$ cat config.mk
export PLATFORM = sky130hd
export DESIGN_NAME = dram_cmd_order_mon
export DESIGN_NICKNAME = d
export VERILOG_FILES = /design/src/rtl/dsc_pkg.sv /design/src/rtl/dsc_rule_table.sv /design/src/rtl/dsc_history.sv /design/src/rtl/dram_cmd_order_mon.sv
export SDC_FILE = /design/constraint.sdc
export NUM_CORES = 1
export LEC_CHECK = 0
export BUFFER_PORTS_ARGS = -buffer_cell sky130_fd_sc_hd__buf_2
export CAP_MARGIN = 20
export CORE_AREA = 5 5 89 91
export DETAILED_ROUTE_END_ITERATION = 10
export DIE_AREA = 0 0 94 96
export PLACE_DENSITY_LB_ADDON = 0.3
export SLEW_MARGIN = 20
export SYNTH_ARGS = -nofsm -noshare
export SYNTH_HDL_FRONTEND = slang
export SYNTH_SLANG_ARGS = --single-unit
$ cat constraint.sdc
create_clock -name clk -period 4.97 [get_ports clk]
set_input_delay 1.491 -clock clk [delete_from_list [all_inputs] [get_ports clk]]
set_output_delay 1.491 -clock clk [all_outputs]
set_load 0.01 [all_outputs]
$ cat src/rtl/dsc_pkg.sv
package dsc_pkg;
  localparam int CODE_W   = 4;
  localparam int NUM_CMDS = 11;

  typedef enum logic [CODE_W-1:0] {
    OP_PRECH    = 4'd0,
    OP_PRECHALL = 4'd1,
    OP_ACTV     = 4'd2,
    OP_READ     = 4'd3,
    OP_READAP   = 4'd4,
    OP_WRITE    = 4'd5,
    OP_WRITEAP  = 4'd6,
    OP_REFR     = 4'd7,
    OP_PDACT    = 4'd8,
    OP_PDPRE    = 4'd9,
    OP_SELFREF  = 4'd10
  } dram_op_e;

  typedef logic [NUM_CMDS-1:0] succ_mask_t;

  function automatic logic is_dram_op(logic [CODE_W-1:0] code);
    return code < CODE_W'(NUM_CMDS);
  endfunction

  // successor mask per previous code, bit n set => code n allowed next
  function automatic succ_mask_t per_bank_succ(logic [CODE_W-1:0] prev);
    case (prev)
      4'd0:        return 11'h084;
      4'd2:        return 11'h078;
      4'd3, 4'd5:  return 11'h179;
      4'd4, 4'd6:  return 11'h284;
      4'd7:        return 11'h604;
      4'd8:        return 11'h0F9;
      4'd9:        return 11'h084;
      4'd10:       return 11'h004;
      default:     return '0;
    endcase
  endfunction

  function automatic succ_mask_t all_bank_succ(logic [CODE_W-1:0] prev);
    case (prev)
      4'd0:                return 11'h004;
      4'd1:                return 11'h080;
      4'd2:                return 11'h078;
      4'd3, 4'd5:          return 11'h17B;
      4'd4, 4'd6, 4'd9,
      4'd10:               return 11'h386;
      4'd7:                return 11'h786;
      4'd8:                return 11'h3FF;
      default:             return '0;
    endcase
  endfunction
endpackage

$ cat src/rtl/dsc_rule_table.sv
module dsc_rule_table
  import dsc_pkg::*;
(
  input  logic [CODE_W-1:0] prev_code,
  input  logic [CODE_W-1:0] curr_code,
  input  logic              all_bank,
  output logic              legal
);
  succ_mask_t mask_pb, mask_ab, mask_sel;

  always_comb begin
    mask_pb  = per_bank_succ(prev_code);
    mask_ab  = all_bank_succ(prev_code);
    mask_sel = all_bank ? mask_ab : mask_pb;
    legal    = 1'b0;
    for (int i = 0; i < NUM_CMDS; i++) begin
      if (curr_code == CODE_W'(i)) legal = mask_sel[i];
    end
  end
endmodule

$ cat src/rtl/dsc_history.sv
module dsc_history
  import dsc_pkg::*;
#(
  parameter int NUM_BANKS = 8,
  parameter int BANK_W    = (NUM_BANKS > 1) ? $clog2(NUM_BANKS) : 1
) (
  input  logic              clk,
  input  logic              rst_n,
  input  logic              upd_en,
  input  logic [BANK_W-1:0] upd_bank,
  input  logic [CODE_W-1:0] upd_code,
  input  logic [BANK_W-1:0] rd_bank,
  output logic [CODE_W-1:0] rd_code,
  output logic              rd_seen
);
  logic [CODE_W-1:0] last_q [NUM_BANKS];
  logic [NUM_BANKS-1:0] seen_q;
  logic [NUM_BANKS-1:0] wr_en;

  for (genvar b = 0; b < NUM_BANKS; b++) begin : g_bank
    assign wr_en[b] = upd_en && (upd_bank == BANK_W'(b));

    always_ff @(posedge clk) begin
      if (!rst_n) begin
        last_q[b] <= '0;
        seen_q[b] <= 1'b0;
      end else if (wr_en[b]) begin
        last_q[b] <= upd_code;
        seen_q[b] <= 1'b1;
      end
    end
  end

  always_comb begin
    rd_code = '0;
    rd_seen = 1'b0;
    for (int b = 0; b < NUM_BANKS; b++) begin
      if (rd_bank == BANK_W'(b)) begin
        rd_code = last_q[b];
        rd_seen = seen_q[b];
      end
    end
  end

  AST_ONE_BANK_WRITE: assert property (@(posedge clk) disable iff (!rst_n)
    $onehot0(wr_en));
  AST_SEEN_KEEPS: assert property (@(posedge clk) disable iff (!rst_n)
    rd_seen && !upd_en |=> $stable(seen_q));
endmodule

$ cat src/rtl/dram_cmd_order_mon.sv
module dram_cmd_order_mon
  import dsc_pkg::*;
#(
  parameter int NUM_BANKS = 8,
  parameter int BANK_W    = (NUM_BANKS > 1) ? $clog2(NUM_BANKS) : 1
) (
  input  logic              clk,
  input  logic              rst_n,
  input  logic              cmd_valid,
  input  logic [3:0]        cmd_code,
  input  logic [BANK_W-1:0] cmd_bank,
  input  logic              all_bank_mode,
  output logic              err_pulse,
  output logic [BANK_W-1:0] err_bank,
  output logic [3:0]        err_prev,
  output logic [3:0]        err_curr,
  output logic              err_sticky
);
  logic              bank_ok;
  logic              observed;
  logic [CODE_W-1:0] hist_code;
  logic              hist_seen;
  logic              pair_legal;
  logic              violation;

  if (NUM_BANKS == (1 << BANK_W)) begin : g_full_range
    assign bank_ok = 1'b1;
  end else begin : g_part_range
    assign bank_ok = (cmd_bank < BANK_W'(NUM_BANKS));
  end

  assign observed = cmd_valid && is_dram_op(cmd_code) && bank_ok;

  dsc_history #(.NUM_BANKS(NUM_BANKS), .BANK_W(BANK_W)) u_hist (
    .clk      (clk),
    .rst_n    (rst_n),
    .upd_en   (observed),
    .upd_bank (cmd_bank),
    .upd_code (cmd_code),
    .rd_bank  (cmd_bank),
    .rd_code  (hist_code),
    .rd_seen  (hist_seen)
  );

  dsc_rule_table u_rules (
    .prev_code (hist_code),
    .curr_code (cmd_code),
    .all_bank  (all_bank_mode),
    .legal     (pair_legal)
  );

  assign violation = observed && hist_seen && !pair_legal;

  always_ff @(posedge clk) begin
    if (!rst_n) begin
      err_pulse  <= 1'b0;
      err_bank   <= '0;
      err_prev   <= '0;
      err_curr   <= '0;
      err_sticky <= 1'b0;
    end else begin
      err_pulse <= violation;
      if (violation) begin
        err_bank   <= cmd_bank;
        err_prev   <= hist_code;
        err_curr   <= cmd_code;
        err_sticky <= 1'b1;
      end
    end
  end

  AST_REPORT_HAS_BEAT: assert property (@(posedge clk) disable iff (!rst_n)
    err_pulse |-> $past(cmd_valid));
  AST_REPORT_BANK: assert property (@(posedge clk) disable iff (!rst_n)
    err_pulse |-> err_bank == $past(cmd_bank));
  AST_REPORT_CODE: assert property (@(posedge clk) disable iff (!rst_n)
    err_pulse |-> err_curr == $past(cmd_code));
  AST_SKIPPED_SILENT: assert property (@(posedge clk) disable iff (!rst_n)
    (!cmd_valid || cmd_code > 4'd10) |=> !err_pulse);
  AST_STICKY_HOLDS: assert property (@(posedge clk) disable iff (!rst_n)
    err_sticky |=> err_sticky);
  AST_PULSE_IMPLIES_STICKY: assert property (@(posedge clk) disable iff (!rst_n)
    err_pulse |-> err_sticky);
endmodule

==> reports/results.ini <==
[place]
preCtsSetupSlack_ns = 0.230
postPlaceCellArea_um2 = 3230
gp_congestion = 0.875
dp_hpwl_um = 4930
port_buffers = 23

[timing]
slew-limit-headroom_pct = 57.6
hold_violations = 0
rsz0062_at_grt = no
max_freq_ghz = 0.225
fin_setup_tns_ns = 0
whs_ns = 0.463
timing.final.ws_setup_ns = 0.530
tightest_slew_ns = 0.629
finalSetupViolCount = 0
fin_crit_sh_pct = 89.3
slew_violations = 0
post-route-min-period_ns = 4.44
fin_worst_skew_ns = 0.00406

[synth]
async_reset_ff_share_pct = 0
yosys_most_used_dff = edfxtp_1
synth.distinct_cells = 64
syn_area_per_cell_um2 = 10.3
syn_nets = 314
synth_enable_flop_cells = 32
ys_seq_elements = 53
yosysSeqAreaShare_pct = 45.3
synth_cells = 297
syn-cell-area_um2 = 3050
yosys_warnings = 0

[detailed_routing]
firstDrtPassIters = 4
vias = 2251
drt_drc_violations_left = 0
ant_nets = 0
totalWireLength_um = 6810
drt_iter0_markers = 151
viasPerCell = 5.44
wl_per_cell_um = 16.4

[clock_tree]
clk_pin_slew_ns = 0.09
ctsResizeCount = 0
clkLatencyLatePin_ns = 0.30
root_buffer = clkbuf_8
cts_tree = built
h-tree-depth = 2
ctsHoldBuffers = 0
cts_sinks = 53
post_cts_buffers = 0
cts_buffer_depth = 2
cts_buffers = 5

[layout]
num_antenna_cells = 0
fin_nets = 331
area_delta_synth_final_pct = 8.70
drive_gt1_share_pct = 17.8
fin_area_um2 = 3310
final_cell_mix = and2_1 (33), edfxtp_1 (32), nand2_1 (27), buf_2 (23), dfxtp_1 (21)
layout_commonest_cell = and2_1

[floorplan]
initial_core_util_pct = 43.2
core_um2 = 7060
fp.dieW_um = 94
rows = 31
ios = 24
die_area_um2 = 9020
dieHeight_um = 96

[global_route]
grt_pass1_vias = 2176
gr-total-overflow = 0
grt_max_degree = 38
grt_pass1_wl_um = 11400
gr-usage-all-layers_pct = 16.4
grt_antenna_before_repair = 0

[worst_setup_path]
worstReg2RegStart = u_hist.last_q[1][9]
end_kind = flop
reg2reg_to = err_prev[2]
crit_slowest_cell = o41ai_4
cpPeakStageDelay_ns = 0.38
crit_path_start_kind = input port
worstPathArrival_ns = 4.65
r2r_setup_slack_ns = 1.59
cp_top_family = compound AO/OA/AOI/OAI gates
critical_path_class = input port to flop
path_buf_inv = 3
reg2reg_depth = 13
crit_chain = buf_2 -> mux2_2 -> a311oi_1 -> o211ai_1 -> inv_1 -> ha_1 -> inv_1 -> o41ai_4 -> o211ai_2 -> a311oi_1 -> o211ai_1 -> a32o_2 -> and2_4 -> o211a_1
worst_ep_required_time_ns = 5.18
crit_path_max_fanout = 12
crit_cells = 14

[worst_hold_path]
hold_class = flop to flop
min_to = err_curr[2]
hp-start = err_curr[2]
holdPathStages = 2

[power]
ir_drop_v = 0.000115
power.density_nw_per_um2 = 270
finalPower_uw = 893
p_leak_nw = 1.37

[status]
status = completed

[flow_run]
maxCapViolCount = 0

[synth_stat cells, types with 3 or more instances]
cell type | number | area share [%]
a21o_1 | 10 | 2.5
a21oi_1 | 8 | 1.3
a22oi_1 | 4 | 0.98
and2_1 | 33 | 6.8
buf_4 | 3 | 0.74
buf_6 | 3 | 1.1
clkbuf_1 | 10 | 1.2
dfxtp_1 | 21 | 14
edfxtp_1 | 32 | 32
ha_1 | 6 | 2.5
inv_1 | 6 | 0.74
mux2_2 | 6 | 2.2
mux2i_1 | 11 | 3.6
nand2_1 | 27 | 3.3
nand2b_1 | 3 | 0.62
nand3_1 | 9 | 1.5
nand3b_1 | 3 | 0.74
nor2_1 | 16 | 2.0
nor2b_1 | 3 | 0.62
nor3_1 | 6 | 0.98
nor4_1 | 3 | 0.62
o211a_1 | 6 | 2.0
o211ai_1 | 4 | 0.98
o21a_1 | 3 | 0.74
o21ai_0 | 10 | 1.6
o31ai_1 | 3 | 0.74
[sequential cells by signal, summed over array words and instances, names as in the netlist]
register,flops
u_hist.last_q,32
u_hist.seen_q,8
err_curr,4
err_prev,4
err_bank,3
err_pulse,1
err_sticky,1
[logic make-up after synthesis]
logic type	after synthesis	synth area share [%]
AND/OR/NAND/NOR	117	20.6
AO/OA/AOI/OAI	75	19.6
flip-flops	53	45.3
buffers and inverters	26	4.76
multiplexers	19	7.02
adder cells (fa/ha/maj)	6	2.46
XOR/XNOR	1	0.287
[worst max-delay path by stage]
stage                   to        start
2_1_floorplan  err_prev[2]  cmd_bank[1]
3_3_place_gp   err_prev[3]  cmd_bank[1]
3_5_place_dp   err_prev[2]  cmd_bank[1]
4_1_cts        err_prev[0]  cmd_bank[1]
5_1_grt        err_prev[2]  cmd_bank[1]
6_report       err_prev[2]  cmd_bank[1]
[where the power goes]
part / internal [mW] / switching [mW] / leakage (nW)
logic: 0.0594 / 0.0995 / 0.856
registers: 0.486 / 0.00890 / 0.477
clock network: 0.100 / 0.139 / 0.0385
total: 0.645 / 0.248 / 1.37
[worst reg2reg max path, delay by kind of cell, from the launching register on]
kind	cells	cell delay, ns
multiplexers	1	0.29
AO/OA/AOI/OAI	8	1.94
buffers and inverters	2	0.26
AND/OR/NAND/NOR	1	0.23
flip-flops	1	0.36
adder cells (fa/ha/maj)	1	0.22
[metrics by stage]
stage,cells,utilization [%]
6_report,414,47.0
5_1_grt,414,47.0
4_1_cts,414,47.0
3_5_place_dp,406,45.8
3_3_place_gp,406,45.8
2_1_floorplan,297,-
[area by class of cell]
class	count	area (µm²)
fill	702	3740
multi-input combinational	218	1520
sequential	53	1380
timing repair buffer	30	180
tap	99	124
clock buffer	7	76.3
inverter	6	22.5
clock inverter	1	7.51
[layer usage]
metal | part of all wire (%) | vias to the layer above | track usage (%)
met4 | 1.2 | 0 | 5.54
met2 | 46 | 55 | 26.7
met3 | 5.4 | 7 | 2.35
li1 | - | 1125 | -
met1 | 47 | 1064 | 22.4
met5 | 0 | - | 0
Power figures use the tool's default switching activity.
